$ cat config.mk
export PLATFORM = sky130hd
export DESIGN_NAME = strap_irq_ctrl
export DESIGN_NICKNAME = d
export VERILOG_FILES = /design/src/rtl/strap_irq_pkg.sv /design/src/rtl/strap_irq_chan.sv /design/src/rtl/strap_mode_latch.sv /design/src/rtl/strap_irq_ctrl.sv
export SDC_FILE = /design/constraint.sdc
export NUM_CORES = 1
export LEC_CHECK = 0
export BUFFER_PORTS_ARGS = -buffer_cell sky130_fd_sc_hd__buf_2
export CORE_AREA = 2 2 39 41
export CTS_CLUSTER_SIZE = 30
export DETAILED_ROUTE_END_ITERATION = 8
export DIE_AREA = 0 0 41 43
export PLACE_DENSITY = 0.67
export REMOVE_ABC_BUFFERS = 1
export SLEW_MARGIN = 20
export SYNTH_ARGS = -nofsm -noshare
export SYNTH_HDL_FRONTEND = slang
export SYNTH_SLANG_ARGS = --single-unit
$ cat constraint.sdc
create_clock -name clk -period 2.1 [get_ports clk]
set_clock_uncertainty 0.1 [all_clocks]
set_input_delay 0.42 -clock clk [delete_from_list [all_inputs] [get_ports clk]]
set_output_delay 0.42 -clock clk [all_outputs]
set_load 0.1 [all_outputs]
$ cat src/rtl/strap_irq_pkg.sv
package strap_irq_pkg;
    typedef enum logic {
        TRIG_LEVEL = 1'b0,
        TRIG_FALL  = 1'b1
    } trig_e;

    // interrupt line that doubles as the stop-state wake source
    localparam int WAKE_LINE = 0;
endpackage

$ cat src/rtl/strap_irq_chan.sv
module strap_irq_chan
    import strap_irq_pkg::*;
#(
    parameter int STAGES = 2
) (
    input  logic clk,
    input  logic rst_n,
    input  logic pin_n,
    input  logic edge_sel,
    input  logic ack,
    output logic pend
);
    typedef struct packed {
        logic [STAGES-1:0] sync;
        logic              prev;
        logic              sticky;
    } chan_t;

    chan_t st_d, st_q;
    logic  cur_s;
    logic  fell_s;
    logic  fall_mode;

    always_comb begin
        fall_mode = (trig_e'(edge_sel) == TRIG_FALL);
        cur_s     = st_q.sync[STAGES-1];
        fell_s    = st_q.prev & ~cur_s;
        st_d      = st_q;
        // chain keeps tracking the pin during reset so release sees no fake edge
        st_d.sync = {st_q.sync[STAGES-2:0], pin_n};
        st_d.prev = cur_s;
        if (!rst_n || !fall_mode) begin
            st_d.sticky = 1'b0;
        end else begin
            st_d.sticky = fell_s | (st_q.sticky & ~ack);
        end
        pend = rst_n & (fall_mode ? st_q.sticky : ~cur_s);
    end

    always_ff @(posedge clk) begin
        st_q <= st_d;
    end


    sticky_hold_chk: assert property (@(posedge clk) disable iff (!rst_n)
        (fall_mode && pend && !ack) |=> (pend || !fall_mode));


    rise_src_chk: assert property (@(posedge clk) disable iff (!rst_n)
        (fall_mode && $past(fall_mode) && $rose(pend)) |-> !$past(cur_s));

    if (STAGES == 2) begin : g_lat

        level_lat_chk: assert property (@(posedge clk) disable iff (!rst_n)
            (!fall_mode && $past(rst_n, 2)) |-> (pend == !$past(pin_n, 2)));
    end
endmodule

$ cat src/rtl/strap_mode_latch.sv
module strap_mode_latch #(
    parameter int W = 3
) (
    input  logic         clk,
    input  logic         rst_n,
    input  logic [W-1:0] pins,
    input  logic         wr_en,
    input  logic [W-1:0] wr_data,
    output logic [W-1:0] mode
);
    typedef struct packed {
        logic [W-1:0] mode;
    } latch_t;

    latch_t lt_d, lt_q;

    always_comb begin
        lt_d = lt_q;
        if (!rst_n) begin
            lt_d.mode = pins;
        end else if (wr_en) begin
            lt_d.mode = wr_data;
        end
        mode = lt_q.mode;
    end

    always_ff @(posedge clk) begin
        lt_q <= lt_d;
    end


    mode_hold_chk: assert property (@(posedge clk) disable iff (!rst_n)
        (!wr_en) |=> $stable(mode));


    mode_write_chk: assert property (@(posedge clk) disable iff (!rst_n)
        wr_en |=> (mode == $past(wr_data)));
endmodule

$ cat src/rtl/strap_irq_ctrl.sv
module strap_irq_ctrl
    import strap_irq_pkg::*;
#(
    parameter int NUM_IRQ     = 2,
    parameter int SYNC_STAGES = 2
) (
    input  logic               clk,
    input  logic               rst_n,
    input  logic [NUM_IRQ-1:0] irq_pin_n,
    input  logic               mode_c_pin,
    input  logic [NUM_IRQ-1:0] edge_sel,
    input  logic [NUM_IRQ-1:0] irq_ack,
    input  logic               mode_wr_en,
    input  logic [NUM_IRQ:0]   mode_wr_data,
    input  logic               stop_state,
    output logic [NUM_IRQ:0]   op_mode,
    output logic [NUM_IRQ-1:0] irq_pend,
    output logic               wake_req
);
    localparam int MODE_W = NUM_IRQ + 1;

    logic [MODE_W-1:0] strap_s;

    assign strap_s = {mode_c_pin, irq_pin_n};

    strap_mode_latch #(.W(MODE_W)) u_mode (
        .clk     (clk),
        .rst_n   (rst_n),
        .pins    (strap_s),
        .wr_en   (mode_wr_en),
        .wr_data (mode_wr_data),
        .mode    (op_mode)
    );

    for (genvar i = 0; i < NUM_IRQ; i++) begin : g_line
        strap_irq_chan #(.STAGES(SYNC_STAGES)) u_chan (
            .clk      (clk),
            .rst_n    (rst_n),
            .pin_n    (irq_pin_n[i]),
            .edge_sel (edge_sel[i]),
            .ack      (irq_ack[i]),
            .pend     (irq_pend[i])
        );
    end

    // no clock runs in stop state, so the request comes straight from the pin
    assign wake_req = stop_state & rst_n & ~irq_pin_n[WAKE_LINE];
endmodule

==> Yosys cells after proc, flatten, opt, wreduce, memory -nomap -nowiden <==
Cells that the tools add are included.
{ "word_totals": {"ff_bits": 11, "in_bits": 14, "out_inout_bits": 6, "elab_cells": 32} }
{ "op_classes": {"n_eq_ne": 1, "mux": 4, "bitwise": 15, "n_reduce_logical": 5} }
{ "ops": {"columns": ["cell", "count"], "rows": [
  ["$and A1 B1 Y1", 8],
  ["$mux W3", 2],
  ["$not A1 Y1", 5],
  ["$logic_not A1 Y1", 3],
  ["$logic_or A1 B1 Y1", 2],
  ["$mux W1", 2],
  ["$ne A2 B1 Y1 const B", 1],
  ["$or A1 B1 Y1", 2]
]} }

==> Logic depth before layout (Yosys ltp) <==
Gate-level depths: netlist of the first run.
{ "depth": {"depth_word": 3, "ltp_mapped": 3, "depth_no_buf": 2} }

==> Cells and area by module <==
From an unflattened synthesis of the first run, not the netlist that was laid out.
{ "hier_totals": {"cells_unflattened": 30, "hier_area_um2": 384.1} }
{ "modules_own_cells": {"columns": ["mod", "n_inst", "cells_per_inst", "area_per_inst_um2", "seq_area_each_um2"], "rows": [
  ["strap_irq_chan", 2, 11, 122.6, 80.1],
  ["strap_mode_latch", 1, 7, 130.1, 90.1],
  ["strap_irq_ctrl", 1, 1, 8.8, 0.0]
]} }

==> Worst setup path after synthesis of the first run <==
Ideal clock, no wire load.
{ "synth_timing": {"path_type": "input to output", "startpoint": "input port rst_n", "endpoint": "output port wake_req", "arrival_time_ps": 1324, "required_ps": 1580, "path_slack_ps": 256, "path_stages": 2, "path_buffers": 1, "path_cell_list": "buf_6 > and3b_1"} }
{ "synth_via": {"elab_chain_len": 2} }
{ "synth_lines": {"columns": ["item", "line", "source"], "rows": [
  ["from (decl)", "strap_irq_ctrl.sv:8", "input logic rst_n,"],
  ["$and A1 B1 Y1 (2 in series)", "strap_irq_ctrl.sv:47", "assign wake_req = stop_state & rst_n & ~irq_pin_n[WAKE_LINE];"],
  ["to (decl)", "strap_irq_ctrl.sv:18", "output logic wake_req"]
]} }
No other way between the ends.

==> Worst setup path in the final report of the first run <==
{ "layout_timing": {"startpoint": "register g_line[1].u_chan.st_q (netlist bit g_line[1].u_chan.cur_s)", "endpoint": "output port irq_pend[1]"} }
{ "layout_via": {"elab_chain_len": 3} }
{ "layout_lines": {"columns": ["item", "line", "source"], "rows": [
  ["from (decl)", "strap_irq_chan.sv:19", "chan_t st_d, st_q;"],
  ["from (signal assigned)", "strap_irq_chan.sv:41", "st_q <= st_d;"],
  ["$not A1 Y1", "strap_irq_chan.sv:37", "pend = rst_n & (fall_mode ? st_q.sticky : ~cur_s);"],
  ["$mux W1", "strap_irq_chan.sv:37", null],
  ["$and A1 B1 Y1", "strap_irq_chan.sv:37", null],
  ["to (decl)", "strap_irq_ctrl.sv:17", "output logic [NUM_IRQ-1:0] irq_pend,"]
]} }
No other way between the ends.

==> results of run 1 <==
-- state kept, by name, indices dropped and copies added (netlist names) --
name / cells
u_mode.mode: 3
g_line.u_chan.cur_s: 2
g_line.u_chan.st_d: 2
g_line.u_chan.st_q: 4
-- final cells by class --
type,instances,area (um2)
Tap cell,16,20.0
Clock buffer,4,26.3
Sequential cell,11,250
Multi-Input combinational cell,19,138
Fill cell,132,825
Timing Repair Buffer,19,125
-- metrics by stage --
step,power [mW],instances
after floorplan,0.324,30
after global placement,0.354,65
after detailed placement,0.355,65
after CTS,0.500,69
after global routing,0.517,69
final,0.491,69
-- how the worst min path moves through the flow --
stage | slack, ns | to | cells after the start | startpoint
after floorplan | 0.21 | g_line[0].u_chan.cur_s | 0 | g_line[0].u_chan.st_d[3]
after global placement | 0.21 | g_line[1].u_chan.cur_s | 0 | g_line[1].u_chan.st_d[3]
after detailed placement | 0.21 | g_line[0].u_chan.cur_s | 0 | g_line[0].u_chan.st_d[3]
after CTS | 0.16 | g_line[1].u_chan.st_d[3] | 1 | irq_pin_n[1]
after global routing | 0.15 | g_line[1].u_chan.st_d[3] | 1 | irq_pin_n[1]
final | 0.17 | g_line[1].u_chan.st_d[3] | 1 | irq_pin_n[1]
-- routing by layer --
layer  wire length (um)  global-route usage  part of all wire
met1                238              0.0872              0.36
met5                  0                   0                 0
met4                  0              0.0800                 0
met2                346               0.134              0.52
met3                 78              0.0628              0.12
-- worst reg2reg max path: cells and delay by family, from the launching register on --
kind	cells	cell delay [ns]
and+or+nand+nor	1	0.13
AOI/OAI and AO/OA	1	0.13
DFF	1	0.31
-- cells in the final DEF, fill, tap and decap left out, drive strengths merged --
cell type and count:
buf 19, mux2 3, clkbuf 4, and3b 1, a21boi 2, edfxtp 3
a21oi 2, or2 2, nand2 4, nand2b 5, dfxtp 8
-- power groups by stage --
| stage | logic, mW | registers, mW | clock network (mW) |
|---|---|---|---|
| floorplan | 0.0349 | 0.289 | 0 |
| global placement | 0.113 | 0.241 | 0 |
| detailed placement | 0.114 | 0.241 | 0 |
| CTS | 0.114 | 0.236 | 0.150 |
| global route | 0.118 | 0.238 | 0.161 |
| finish | 0.114 | 0.236 | 0.141 |
-- logic make-up after synthesis --
logic type,count (synthesis),share of synthesized area
simple gates,12,0.163
compound gates,4,0.0604
flops,11,0.604
buf+inv,3,0.0634
mux,3,0.109
-- cells in the mapped netlist --
cell type and number:
and3b_1 1, nand2_1 4, mux2_4 3, nand2b_1 5
buf_4 2, a21oi_1 2, dfxtp_1 8, edfxtp_1 3
a21boi_1 2, buf_6 1, or2_0 2
==> impl_metrics.csv, run 1 <==
group,metric,value,unit
clock_tree,cts_root_buffer,"clkbuf_4",
drt,detail_route.wl_per_cell,9.61,um
critical_path,worstSetupPathDepth,3,
critical_path,cp-end-kind,"output pin",
sta,fin_hold_ws,0.169,ns
global_route,grt_pass1_wl,1.02,mm
global_route,grt_pass1_vias,273,
synth,yosysWarnings,0,
run,maxCapViolCount,0,
critical_path,crit_path_cell_trace,"or2_0 > a21boi_1 > buf_12",
final_layout,drive_gt1_frac,0.472,
sta,setup_viol,0,
placement,dp_slack,0.339,ns
pwr,combPwrFrac,0.232,
clock_tree,path_clk_slew,0.07,ns
clock_tree,cts_setup_buffers,0,
sta,fmax,567,MHz
synth,synth_top_area_frac,0.387,
floorplanning,ios,20,
final_layout,finalInstanceArea,559,um2
critical_path,rr_endpoint,"g_line[0].u_chan.st_q[0]",
critical_path,cp.arrival,1.24,ns
pwr,intPower,0.338,mW
synth,synthCells,33,
min_path,hp-class,"input port to flop",
drt,drt-initial-drc-count,0,
global_route,grtUsageTotal,0.0946,
pwr,seqPwrFrac,0.481,
clock_tree,h-tree-depth,1,
critical_path,timing.critical_path.to,"irq_pend[1]",
drt,firstDrtPassIters,1,
critical_path,path_max_fanout,3,
pwr,p_sw,0.153,mW
global_route,grt_max_degree,10,
synth,synth.largest_area_cell,"dfxtp_1",
final_layout,syn_to_final_growth,35.0,%
drt,postRouteAntennaNets,0,
critical_path,reg2regPathDepth,2,
pwr,swShare,0.312,
floorplanning,die_y,43,um
clock_tree,numCtsBuffers,3,
global_route,antenna_found_initial,0,
floorplanning,core.rowCount,14,
synth,syn_area_per_cell,12.5,um2
floorplanning,die_x,41,um
critical_path,setup.worst_path.start,"g_line[1].u_chan.cur_s",
sta,rsz0062_at_grt,"false",
critical_path,start_kind,"flop",
synth,syn_area,414,um2
drt,wl,663,um
floorplanning,fp.dieArea,1760,um2
final_layout,fin_util,0.404,
pwr,power.leakage,0.254,nW
drt,vias_per_cell,4.13,
clock_tree,cts_max_path_buffers,2,
pwr,vdd_ir_drop_max,0.000321,V
drt,drc,0,
sta,hold_viol,0,
pwr,pwr-share-clk,0.287,
critical_path,max_stage_delay,0.32,ns
clock_tree,cts_hold_buf,0,
critical_path,required,1.58,ns
clock_tree,cts_tree,"yes",
floorplanning,initial_core_util,0.299,
placement,placement.io_buffers,19,
final_layout,n_antenna_cell,0,
critical_path,slowest_stage,"dfxtp_1",
sta,slew_violations,0,
clock_tree,worstSkewPairLatency,0.26,ns
global_route,grt_overflow,0,
critical_path,cp_num_buf_inv,1,
clock_tree,numClockSinks,11,
sta,slew_headroom,0.674,
placement,placedInstanceArea,533,um2
synth,netlist_top_cells_area,"dfxtp_1 (39%), edfxtp_1 (22%), mux2_4 (11%)",
critical_path,timing.rr.start,"g_line[0].u_chan.cur_s",
sta,post-route-period-util,0.840,
pwr,power.density,878,nW/um2
final_layout,fin_nets,68,
status,outcome,"finished clean",
critical_path,cp_top_family,"flip-flops",
floorplanning,core,1380,um2
synth,synth_seq_area_share,0.604,
synth,synth_cell_types,11,
critical_path,reg2reg_slack,1.36,ns
sta,setup-tns-final,0,ns
sta,fin_crit,1.76,ns
drt,num_vias,285,
placement,gp_congestion,0.572,
sta,tightest_slew,0.492,ns
synth,ys_seq_elements,11,
clock_tree,ctsResizeCount,0,
sta,finalWorstSetupSlack,0.336,ns
critical_path,path_class,"flop to output pin",
(Power assumes the default switching activity.)
==> run 2, diff against run 1 <==
==> constraint.sdc (replaced) <==
create_clock -name clk -period 1.8 [get_ports clk]
set_clock_uncertainty 0.1 [all_clocks]
set_input_delay 0.36 -clock clk [delete_from_list [all_inputs] [get_ports clk]]
set_output_delay 0.36 -clock clk [all_outputs]
set_load 0.1 [all_outputs]
==> run 2 against run 1 <==
  * Flip-flop and latch count stayed put
  * Global-route usage is 0.37 points higher
  * Critical path depth unchanged
  * Highest routed layer unchanged
  * Via count up 1.8%
==> impl_metrics.csv, run 2 (synthesis gave the netlist of run 1 again) <==
group,metric,value,unit
critical_path,cp_num_buf_inv,1,
critical_path,path_class,"flop to output pin",
global_route,grt_pass1_wl,1.11,mm
pwr,swShare,0.311,
floorplanning,fp.dieArea,1760,um2
pwr,power.leakage,0.265,nW
drt,drt-initial-drc-count,2,
final_layout,syn_to_final_growth,41.7,%
sta,slew_violations,0,
pwr,power.total,0.573,mW
global_route,antenna_found_initial,0,
sta,setup-tns-final,0,ns
sta,post-route-period-util,0.946,
placement,dp_slack,0.211,ns
critical_path,cp-end-kind,"output pin",
pwr,combPwrFrac,0.241,
clock_tree,cts_root_buffer,"clkbuf_4",
sta,rsz0062_at_grt,"false",
global_route,grt_overflow,0,
drt,drc,0,
sta,hold_viol,0,
critical_path,required,1.34,ns
drt,detail_route.wl_per_cell,9.50,um
placement,gp_congestion,0.588,
floorplanning,core,1380,um2
floorplanning,ios,20,
final_layout,n_antenna_cell,0,
final_layout,finalInstanceArea,587,um2
final_layout,num-fill-cells,129,
sta,finalWorstSetupSlack,0.0970,ns
drt,postRouteAntennaNets,0,
placement,placedInstanceArea,556,um2
critical_path,start_kind,"flop",
pwr,seqPwrFrac,0.482,
global_route,met2_usage,0.150,
sta,fmax,587,MHz
critical_path,max_stage_delay,0.31,ns
clock_tree,numCtsBuffers,3,
global_route,use_met1,0.0993,
drt,num_vias,290,
min_path,hp-class,"input port to flop",
clock_tree,worstSkewPairLatency,0.26,ns
critical_path,cp_top_family,"flip-flops",
global_route,grt-busiest-layer,"met2",
run,maxCapViolCount,0,
clock_tree,h-tree-depth,1,
sta,fin_hold_ws,0.108,ns
drt,firstDrtPassIters,4,
critical_path,path_max_fanout,3,
clock_tree,numClockSinks,11,
placement,placement.io_buffers,19,
status,outcome,"finished clean",
clock_tree,cts_hold_buf,0,
global_route,grt_max_degree,8,
sta,slew_headroom,0.679,
floorplanning,core.rowCount,14,
floorplanning,die_y,43,um
drt,vias_per_cell,4.14,
global_route,grt_pass1_vias,307,
clock_tree,path_clk_slew,0.07,ns
pwr,power.density,977,nW/um2
pwr,vdd_ir_drop_max,0.000432,V
critical_path,slowest_stage,"dfxtp_1",
final_layout,mostFrequentLayoutCells,"buf_2 (16), dfxtp_1 (8), nand2b_1 (5), nand2_1 (4)",
final_layout,fin_nets,69,
sta,fin_crit,1.70,ns
final_layout,largest_reg_flops,4,
clock_tree,cts_setup_buffers,0,
final_layout,drive_gt1_frac,0.519,
floorplanning,die_x,41,um
clock_tree,cts_tree,"yes",
pwr,pwr-share-clk,0.277,
global_route,grtUsageTotal,0.0983,
pwr,intPower,0.395,mW
pwr,p_sw,0.178,mW
global_route,use_met3,0.0524,
floorplanning,initial_core_util,0.299,
critical_path,cp.arrival,1.24,ns
sta,tightest_slew,0.484,ns
drt,wl,665,um
critical_path,crit_path_cell_trace,"or2_0 > a21boi_1 > buf_12",
clock_tree,cts_max_path_buffers,2,
final_layout,final_common_cell,"buf_2",
final_layout,max_flop_register,"g_line.u_chan.st_q",
sta,setup_viol,0,
## run 2: changes by cell type in the layout (fill, tap and decap cells not counted)
cell,previous run,this run
a21boi_1,2,1
a21boi_2,0,1
buf_12,2,3
buf_2,17,16
buf_4,0,1
clkbuf_1,1,0
clkinv_2,0,1
## run 2: stage by stage
stage               cells  utilization
global placement       66        0.401
finish                 70        0.424
global route           70        0.424
floorplan              30            -
detailed placement     66        0.401
CTS                    70        0.421
## run 2: repair_timing
action | 4_1_cts | 5_1_grt
endpoints found under the setup margin | 0 | 1
gates resized for setup | 0 | 1
endpoints found under the hold margin | 0 | 0
## run 2: cell type report
type	instances	area, um2	area share
Sequential cell	11	250	0.426
Timing Repair Buffer	20	148	0.252
Multi-Input combinational cell	19	141	0.241
Clock buffer	3	22.5	0.0384
Tap cell	16	20.0	0.0341
Clock inverter	1	5.00	0.00853
## run 2: power groups by stage
stage               Combinational, mW  Clock, mW  Sequential, mW
finish                          0.138      0.159           0.276
global route                    0.143      0.187           0.278
CTS                             0.138      0.170           0.277
detailed placement              0.138          0           0.282
global placement                0.137          0           0.281
floorplan                      0.0407          0           0.337
## run 2: final timing paths
check	startpoint	end	slack, ns	depth (start not counted)
min reg2reg	g_line[1].u_chan.st_d[3]	g_line[1].u_chan.cur_s	0.23	0
min	irq_pin_n[1]	g_line[1].u_chan.st_d[3]	0.11	1
max	g_line[0].u_chan.cur_s	irq_pend[0]	0.1	3
max reg2reg	g_line[0].u_chan.cur_s	g_line[0].u_chan.st_q[0]	1.05	2
## run 2: routing by layer
metal	share of wire	vias up	wire length (um)
met3	0.12	0	79
li1	-	151	-
met1	0.34	123	224
met2	0.54	16	362
met4	0	0	0
met5	0	-	0
